--- config.mk ---
export PLATFORM = sky130hd
export DESIGN_NAME = tlb_rand_idx
export DESIGN_NICKNAME = d
export VERILOG_FILES = /design/src/rtl/tlb_rand_pkg.sv /design/src/rtl/lcg_step.sv /design/src/rtl/mod_divider.sv /design/src/rtl/tlb_rand_idx.sv
export SDC_FILE = /design/constraint.sdc
export NUM_CORES = 1
export LEC_CHECK = 0
export ABC_AREA = 1
export BUFFER_PORTS_ARGS = -buffer_cell sky130_fd_sc_hd__buf_2
export CAP_MARGIN = 10
export CORE_ASPECT_RATIO = 1.2
export CORE_MARGIN = 2
export CORE_UTILIZATION = 55
export DETAILED_ROUTE_END_ITERATION = 6
export PLACE_DENSITY = 0.81
export SYNTH_ARGS = -nofsm -noshare
export SYNTH_HDL_FRONTEND = slang
export SYNTH_SLANG_ARGS = --single-unit
--- constraint.sdc ---
create_clock -name clk -period 6.1 [get_ports clk]
set_clock_uncertainty 0.2 [all_clocks]
set_input_delay 0 -clock clk [delete_from_list [all_inputs] [get_ports clk]]
set_output_delay 0 -clock clk [all_outputs]
set_load 0.01 [all_outputs]
--- src/rtl/tlb_rand_pkg.sv ---
package tlb_rand_pkg;
    typedef enum logic [1:0] {
        ST_IDLE = 2'd0,
        ST_DIV  = 2'd1,
        ST_DONE = 2'd2
    } rng_state_e;

    localparam logic [31:0] LCG_MUL = 32'd314159;
    localparam logic [31:0] LCG_INC = 32'd1;
    localparam int          DVD_W   = 16;
endpackage

--- src/rtl/lcg_step.sv ---
module lcg_step #(
    parameter logic [31:0] MUL = 32'd314159,
    parameter logic [31:0] INC = 32'd1
) (
    input  logic [31:0] cur,
    output logic [31:0] nxt
);
    // Product truncated to 32 bits gives wrap modulo 2^32
    always_comb nxt = cur * MUL + INC;
endmodule

--- src/rtl/mod_divider.sv ---
module mod_divider #(
    parameter int DVD_W = 16,
    parameter int DIV_W = 5
) (
    input  logic             clk,
    input  logic             rst_n,
    input  logic             load,
    input  logic             step,
    input  logic [DVD_W-1:0] dividend,
    input  logic [DIV_W-1:0] divisor,
    output logic [DIV_W-1:0] rem_nx
);
    logic [DVD_W-1:0] dvd_q;
    logic [DIV_W-1:0] rem_q;
    logic [DIV_W:0]   trial;

    always_comb begin
        trial = {rem_q, dvd_q[DVD_W-1]};
        if (trial >= {1'b0, divisor})
            rem_nx = DIV_W'(trial - {1'b0, divisor});
        else
            rem_nx = trial[DIV_W-1:0];
    end

    always_ff @(posedge clk) begin
        if (!rst_n) begin
            dvd_q <= '0;
            rem_q <= '0;
        end else if (load) begin
            dvd_q <= dividend;
            rem_q <= '0;
        end else if (step) begin
            dvd_q <= {dvd_q[DVD_W-2:0], 1'b0};
            rem_q <= rem_nx;
        end
    end
endmodule

--- src/rtl/tlb_rand_idx.sv ---
module tlb_rand_idx
    import tlb_rand_pkg::*;
#(
    parameter int ENTRIES = 16,
    localparam int IDX_W   = $clog2(ENTRIES),
    localparam int WIRED_W = IDX_W + 1
) (
    input  logic               clk,
    input  logic               rst_n,
    input  logic               req,
    input  logic [WIRED_W-1:0] wired,
    output logic [IDX_W-1:0]   idx,
    output logic               valid
);
    localparam int DIV_W   = WIRED_W;
    localparam int CNT_W   = $clog2(DVD_W);
    localparam logic [CNT_W-1:0]   LAST_STEP = CNT_W'(DVD_W - 1);
    localparam logic [WIRED_W-1:0] N_W       = WIRED_W'(ENTRIES);
    localparam logic [IDX_W-1:0]   TOP_IDX   = IDX_W'(ENTRIES - 1);

    rng_state_e         st_q, st_d;
    logic [31:0]        lcg_q, lcg_nx;
    logic [WIRED_W-1:0] wired_q;
    logic [CNT_W-1:0]   cnt_q;
    logic [DIV_W-1:0]   divisor, rem_nx;
    logic               accept, in_range, last;

    assign accept   = (st_q == ST_IDLE) && req;
    assign in_range = wired < N_W;
    assign last     = (st_q == ST_DIV) && (cnt_q == LAST_STEP);
    assign divisor  = N_W - wired_q;

    lcg_step #(.MUL(LCG_MUL), .INC(LCG_INC)) u_lcg (
        .cur (lcg_q),
        .nxt (lcg_nx)
    );

    mod_divider #(.DVD_W(DVD_W), .DIV_W(DIV_W)) u_div (
        .clk      (clk),
        .rst_n    (rst_n),
        .load     (accept),
        .step     (st_q == ST_DIV),
        .dividend (lcg_nx[31:16]),
        .divisor  (divisor),
        .rem_nx   (rem_nx)
    );

    // State register
    always_ff @(posedge clk) begin
        if (!rst_n) st_q <= ST_IDLE;
        else        st_q <= st_d;
    end

    // Transitions: accept, clamp, finish, release
    always_comb begin
        st_d = st_q;
        unique case (st_q)
            ST_IDLE: if (req) st_d = in_range ? ST_DIV : ST_DONE;
            ST_DIV:  if (last) st_d = ST_DONE;
            ST_DONE: st_d = ST_IDLE;
            default: st_d = ST_IDLE;
        endcase
    end

    // Outputs
    always_comb valid = (st_q == ST_DONE);

    // Datapath
    always_ff @(posedge clk) begin
        if (!rst_n) begin
            lcg_q   <= '0;
            wired_q <= '0;
            cnt_q   <= '0;
            idx     <= '0;
        end else begin
            if (accept) begin
                lcg_q   <= lcg_nx;
                wired_q <= wired;
                cnt_q   <= '0;
                if (!in_range) idx <= TOP_IDX;
            end else if (st_q == ST_DIV) begin
                cnt_q <= cnt_q + 1'b1;
                if (last) idx <= IDX_W'(rem_nx + wired_q);
            end
        end
    end
endmodule

=== Yosys cells after proc, flatten, opt, wreduce, memory -nomap -nowiden ===
Cells that the tools add are included.

* Register bits after elaboration: 68
* Word-level logic and storage cells: 41
* Output and inout bits: 5
* Input bits: 8

* $lt $le $gt $ge: 2
* Add/sub/neg operators: 5
* Bitwise gates (word level): 1
* Equality and inequality tests: 6
* Reduce and logical (&&, ||, !) cells: 8
* Multipliers: 1
* Mux-type cells: 11

{| class="wikitable"
|+ Operators with widths
! cell !! count
|-
| $add A32 B1 Y32 const B || 1
|-
| $mul A32 B19 Y32 const B || 1
|-
| $mux W16 || 2
|-
| $mux W4 || 4
|-
| $ge A6 B5 Y1 || 1
|-
| $mux W2 || 3
|-
| $ne A2 B2 Y1 const B || 3
|-
| $lt A5 B5 Y1 const B || 1
|-
| $mux W5 || 1
|-
| $sub A5 B5 Y5 || 1
|-
| $sub A5 B5 Y5 const A || 1
|-
| $add A4 B1 Y4 const B || 1
|-
| $add A4 B4 Y4 || 1
|-
| $eq A4 B4 Y1 const B || 1
|-
| $pmux W2 S2 || 1
|-
| $reduce_bool A2 Y1 || 2
|-
| $reduce_and A3 Y1 || 1
|-
| $eq A2 B1 Y1 const B || 1
|-
| $eq A2 B2 Y1 const B || 1
|-
| $logic_and A1 B1 Y1 || 2
|-
| $logic_not A2 Y1 || 1
|-
| $reduce_and A2 Y1 || 1
|-
| $reduce_or A2 Y1 || 1
|-
| $not A1 Y1 || 1
|}

=== Logic depth before layout (Yosys ltp) ===
* Word-level depth: 7
* Mapped depth: 26
* Depth with buffers taken out: 26

=== Hierarchy ===
From an unflattened synthesis, not the netlist that was laid out.

* Cell total of the unflattened synthesis: 1529
* Area total of the unflattened synthesis: 11841.4 sq um

{| class="wikitable"
|+ Modules (own cells, without submodules)
! module !! sequential area each (sq um) !! instances !! cells an instance !! area an instance (sq um)
|-
| lcg_step || 0.0 || 1 || 1093 || 8718.4
|-
| tlb_rand_idx || 940.9 || 1 || 243 || 1885.6
|-
| mod_divider || 420.4 || 1 || 193 || 1237.4
|}

=== Worst setup path before layout ===
OpenSTA, ideal clock, no wires.

* Kind: register to register
* From: register lcg_q[16]
* To: register lcg_q[24]
* Setup time: 0.137 ns
* Data arrival time: 4.786 ns
* Required time: 5.763 ns
* Cell stages (with the launch flop): 23
* Path slack: 0.977 ns
* Buffers on the path: 0
* Path through: dfxtp_1 inv_1 fa_1 inv_1 ha_1 inv_1 fa_1 inv_1 fa_1 fa_1 inv_1 fa_1 inv_1 ha_1 nand2_1 nor2_1 inv_1 nor3_1 nand3_1 nand3_1 a21oi_1 o21ai_1 o22ai_1

* Cells in the longest elaborated chain, start to end: 2

{| class="wikitable"
|+ RTL lines
! what !! line !! RTL
|-
| from (decl) || tlb_rand_idx.sv:22 || <nowiki>logic [31:0] lcg_q, lcg_nx;</nowiki>
|-
| from (signal assigned) || tlb_rand_idx.sv:77 || <nowiki>lcg_q <= lcg_nx;</nowiki>
|-
| $mul A32 B19 Y32 || lcg_step.sv:9 || <nowiki>always_comb nxt = cur * MUL + INC;</nowiki>
|-
| $add A32 B1 Y32 || lcg_step.sv:9 ||
|}

No other way between the ends.
A chain may end at the register's enable or synchronous reset.

=== Final worst setup path ===
* From: register lcg_q[8]
* To: register u_div.dvd_q[5]

* Cells in the longest elaborated chain, start to end: 3

{| class="wikitable"
|+ RTL lines
! what !! line !! RTL
|-
| $mul A32 B19 Y32 || lcg_step.sv:9 ||
|-
| $add A32 B1 Y32 || lcg_step.sv:9 ||
|-
| $mux W16 || mod_divider.sv:29 || <nowiki>end else if (load) begin</nowiki>
|-
| to (signal assigned) || mod_divider.sv:30 || <nowiki>dvd_q <= dividend;</nowiki>
|-
| to (signal assigned) || mod_divider.sv:33 || <nowiki>dvd_q <= {dvd_q[DVD_W-2:0], 1'b0};</nowiki>
|-
| to (decl) || mod_divider.sv:13 || <nowiki>logic [DVD_W-1:0] dvd_q;</nowiki>
|}

No other way between the ends.

==> metrics.yaml <==
die:
  start_util: 0.562
  rows: 57
  core_area_sq_um: 20300
  num_io_pins: 13
  dieArea_sq_um: 21900
  die_w_microns: 136
  die_h_microns: 162
synthesis:
  synth-seq-cells: 68
  synth_top_family_by_area: "adder cells"
  synth_area_leaders: "fa_1 32%, ha_1 17%, inv_1 14%"
  synth_nets: 1740
  synth_largest_area_cell: "fa_1"
  synth_compound_area_frac: 0.0987
  synth.distinct_cells: 38
  synth_edf_count: 0
  synthMuxAreaShare: 0.000876
  synth_top_area_frac: 0.321
  yosys.area_share.xor_xnor: 0.0230
  ys_seq_area_frac: 0.119
  synthArstFlopShare: 0
  avgSynthCellArea_sq_um: 8.20
  synth-simple-area-share: 0.114
  synthCells: 1393
  yosys_warnings: 0
  synth_fa_ha_area_frac: 0.492
  synthesis.area_sq_um: 11400
  ys.flop_type: "dfxtp_1"
critical_path:
  cp_max_fo: 5
  startpoint_type: "flop"
  end_kind: "flop"
  crit_type: "flop to flop"
  cp.arrival_ns: 5.87
  crit_required_ns: 6.13
routing:
  ant_nets: 0
  routedWlPerCell_microns: 17.2
  dr_total_vias: 9031
  drt_iter0_markers: 671
  drtPass1Iterations: 5
  via_per_inst: 5.32
  wirelength_mm: 29.2
  drcViolationCount: 0
sta:
  timing.fmax_mhz: 171
  fin_crit_sh: 0.957
  max_slew.worst_pin.slew_ns: 0.889
  slew_headroom: 0.405
  finalHoldViolations: 0
  setup_viol_count_final: 0
  finalMaxSlewViolations: 0
  setup_tns_ns: 0
  layout_min_cycle_time_ns: 5.84
  rsz0062_at_grt: "false"
clock_network:
  clock_latency_ns: 0.36
  h-tree-depth: 3
  cts_buffer_depth: 2
  root_buffer: "clkbuf_16"
  cts_tree: "done"
  clk_pin_slew_ns: 0.06
  clock-sinks: 68
  cts_buffers: 9
final_layout:
  diodes: 0
  instances_no_fill: 1696
  final_cell_mix: "438 x inv_1, 183 x fa_1, 156 x ha_1"
  nNetsFinal: 1773
  syn_to_final_growth_pct: 7.45
  final_core_util: 0.604
  nFillCells: 1790
  drive_above_1_share: 0.0713
  layout_commonest_cell: "inv_1"
global_route:
  grt_pass1_wl_mm: 49.1
  grt_max_degree: 46
  grt_pass1_vias: 9793
  antenna_found_initial: 0
  grt_use_total: 0.291
  grt-ovfl-total: 0
placed_design:
  dp_hpwl_mm: 24.6
  place_congestion: 0.966
  port_buffers: 12
  place_inst: 1668
status:
  outcome: "finished clean"
flow_run:
  max_cap_viol_count: 0
worst_hold_path:
  min_path_type: "input pin to flop"
==> critical path, cell delays in order, from the launching register on <==
cell and delay (ns):
dfxtp_1 0.53, buf_4 0.23, ha_1 0.21, xor2_1 0.19, ha_1 0.17, a21oi_1 0.07, fa_1 0.54, inv_1 0.06
fa_1 0.53, fa_1 0.56, inv_1 0.07, fa_1 0.53, inv_1 0.04, ha_1 0.35, a21oi_1 0.31, o21ai_0 0.20
o21bai_1 0.22, nand3b_1 0.20, o21ai_0 0.37, a21oi_1 0.11
==> cells in the mapped netlist, drive strengths merged, types with 5 or more instances <==
cell type  instances
nand3             45
clkbuf            10
fa               183
inv              446
a21oi             82
nand2            163
nor3              11
nand4              7
xnor2             11
o21ai             89
o22ai             16
nor2              62
xor2              19
ha               156
dfxtp             68
buf                5
==> per-layer routing <==
metal	track usage	vias up	wire length (microns)
li1	-	4263	-
met1	0.351	4418	11500
met2	0.521	270	15100
met3	0.0456	80	1410
met4	0.110	0	1100
met5	0	-	0
==> worst paths after layout <==
path,end,cells past startpoint,slack (ns),startpoint
worst min-delay path,wired_q[0]$_SDFFE_PN0P_,4,0.18,wired[0]
worst min register to register,u_div.dvd_q[0]$_SDFFE_PN0P_,2,0.28,u_div.dvd_q[0]$_SDFFE_PN0P_
worst max register to register,u_div.dvd_q[5]$_SDFFE_PN0P_,19,0.26,lcg_q[8]$_SDFFE_PN0P_
worst max-delay path,u_div.dvd_q[5]$_SDFFE_PN0P_,19,0.26,lcg_q[8]$_SDFFE_PN0P_
==> registers in the layout, indices dropped and copies added, names as in the netlist <==
name	cells
lcg_q	32
u_div.dvd_q	16
u_div.rem_q	5
wired_q	5
cnt_q	4
idx	4
st_q	2
==> final cells by class <==
type	instances	area, sq um	share of cell area
clock inverters	7	81.3	0.00663
multi-input cells	863	8320	0.678
well taps	265	332	0.0270
flip-flops and latches	68	1370	0.111
clock buffers	9	225	0.0184
inverters	447	1690	0.137
repair buffers	37	263	0.0214
==> logic make-up after synthesis <==
| logic type | after synthesis |
|---|---|
| buffers and inverters | 462 |
| adders and majority gates | 339 |
| and+or+nand+nor | 293 |
| AOI/OAI and AO/OA | 200 |
| DFF | 68 |
| xor gates and xnor gates | 30 |
| muxes | 1 |
==> per-stage QoR <==
step	area [sq um]	setup WS (ns)	hold WS [ns]
after floorplan	11400	0.977	-0.0873
after global placement	11900	0.261	-0.00385
after detailed placement	11900	0.243	0.00405
after CTS	12200	0.219	0.178
after global routing	12300	0.00113	0.213
final	12300	0.260	0.185
==> repair_timing <==
action,4_1_cts,5_1_grt
endpoints found under the hold margin,28,0
setup endpoints to repair,0,12
resized for setup,0,7
buffers inserted,0,6
hold buffers,6,0
Power is left out: the tool's default activity adds up to more than one toggle a clock period on the data nets, which glitch-free logic cannot reach.
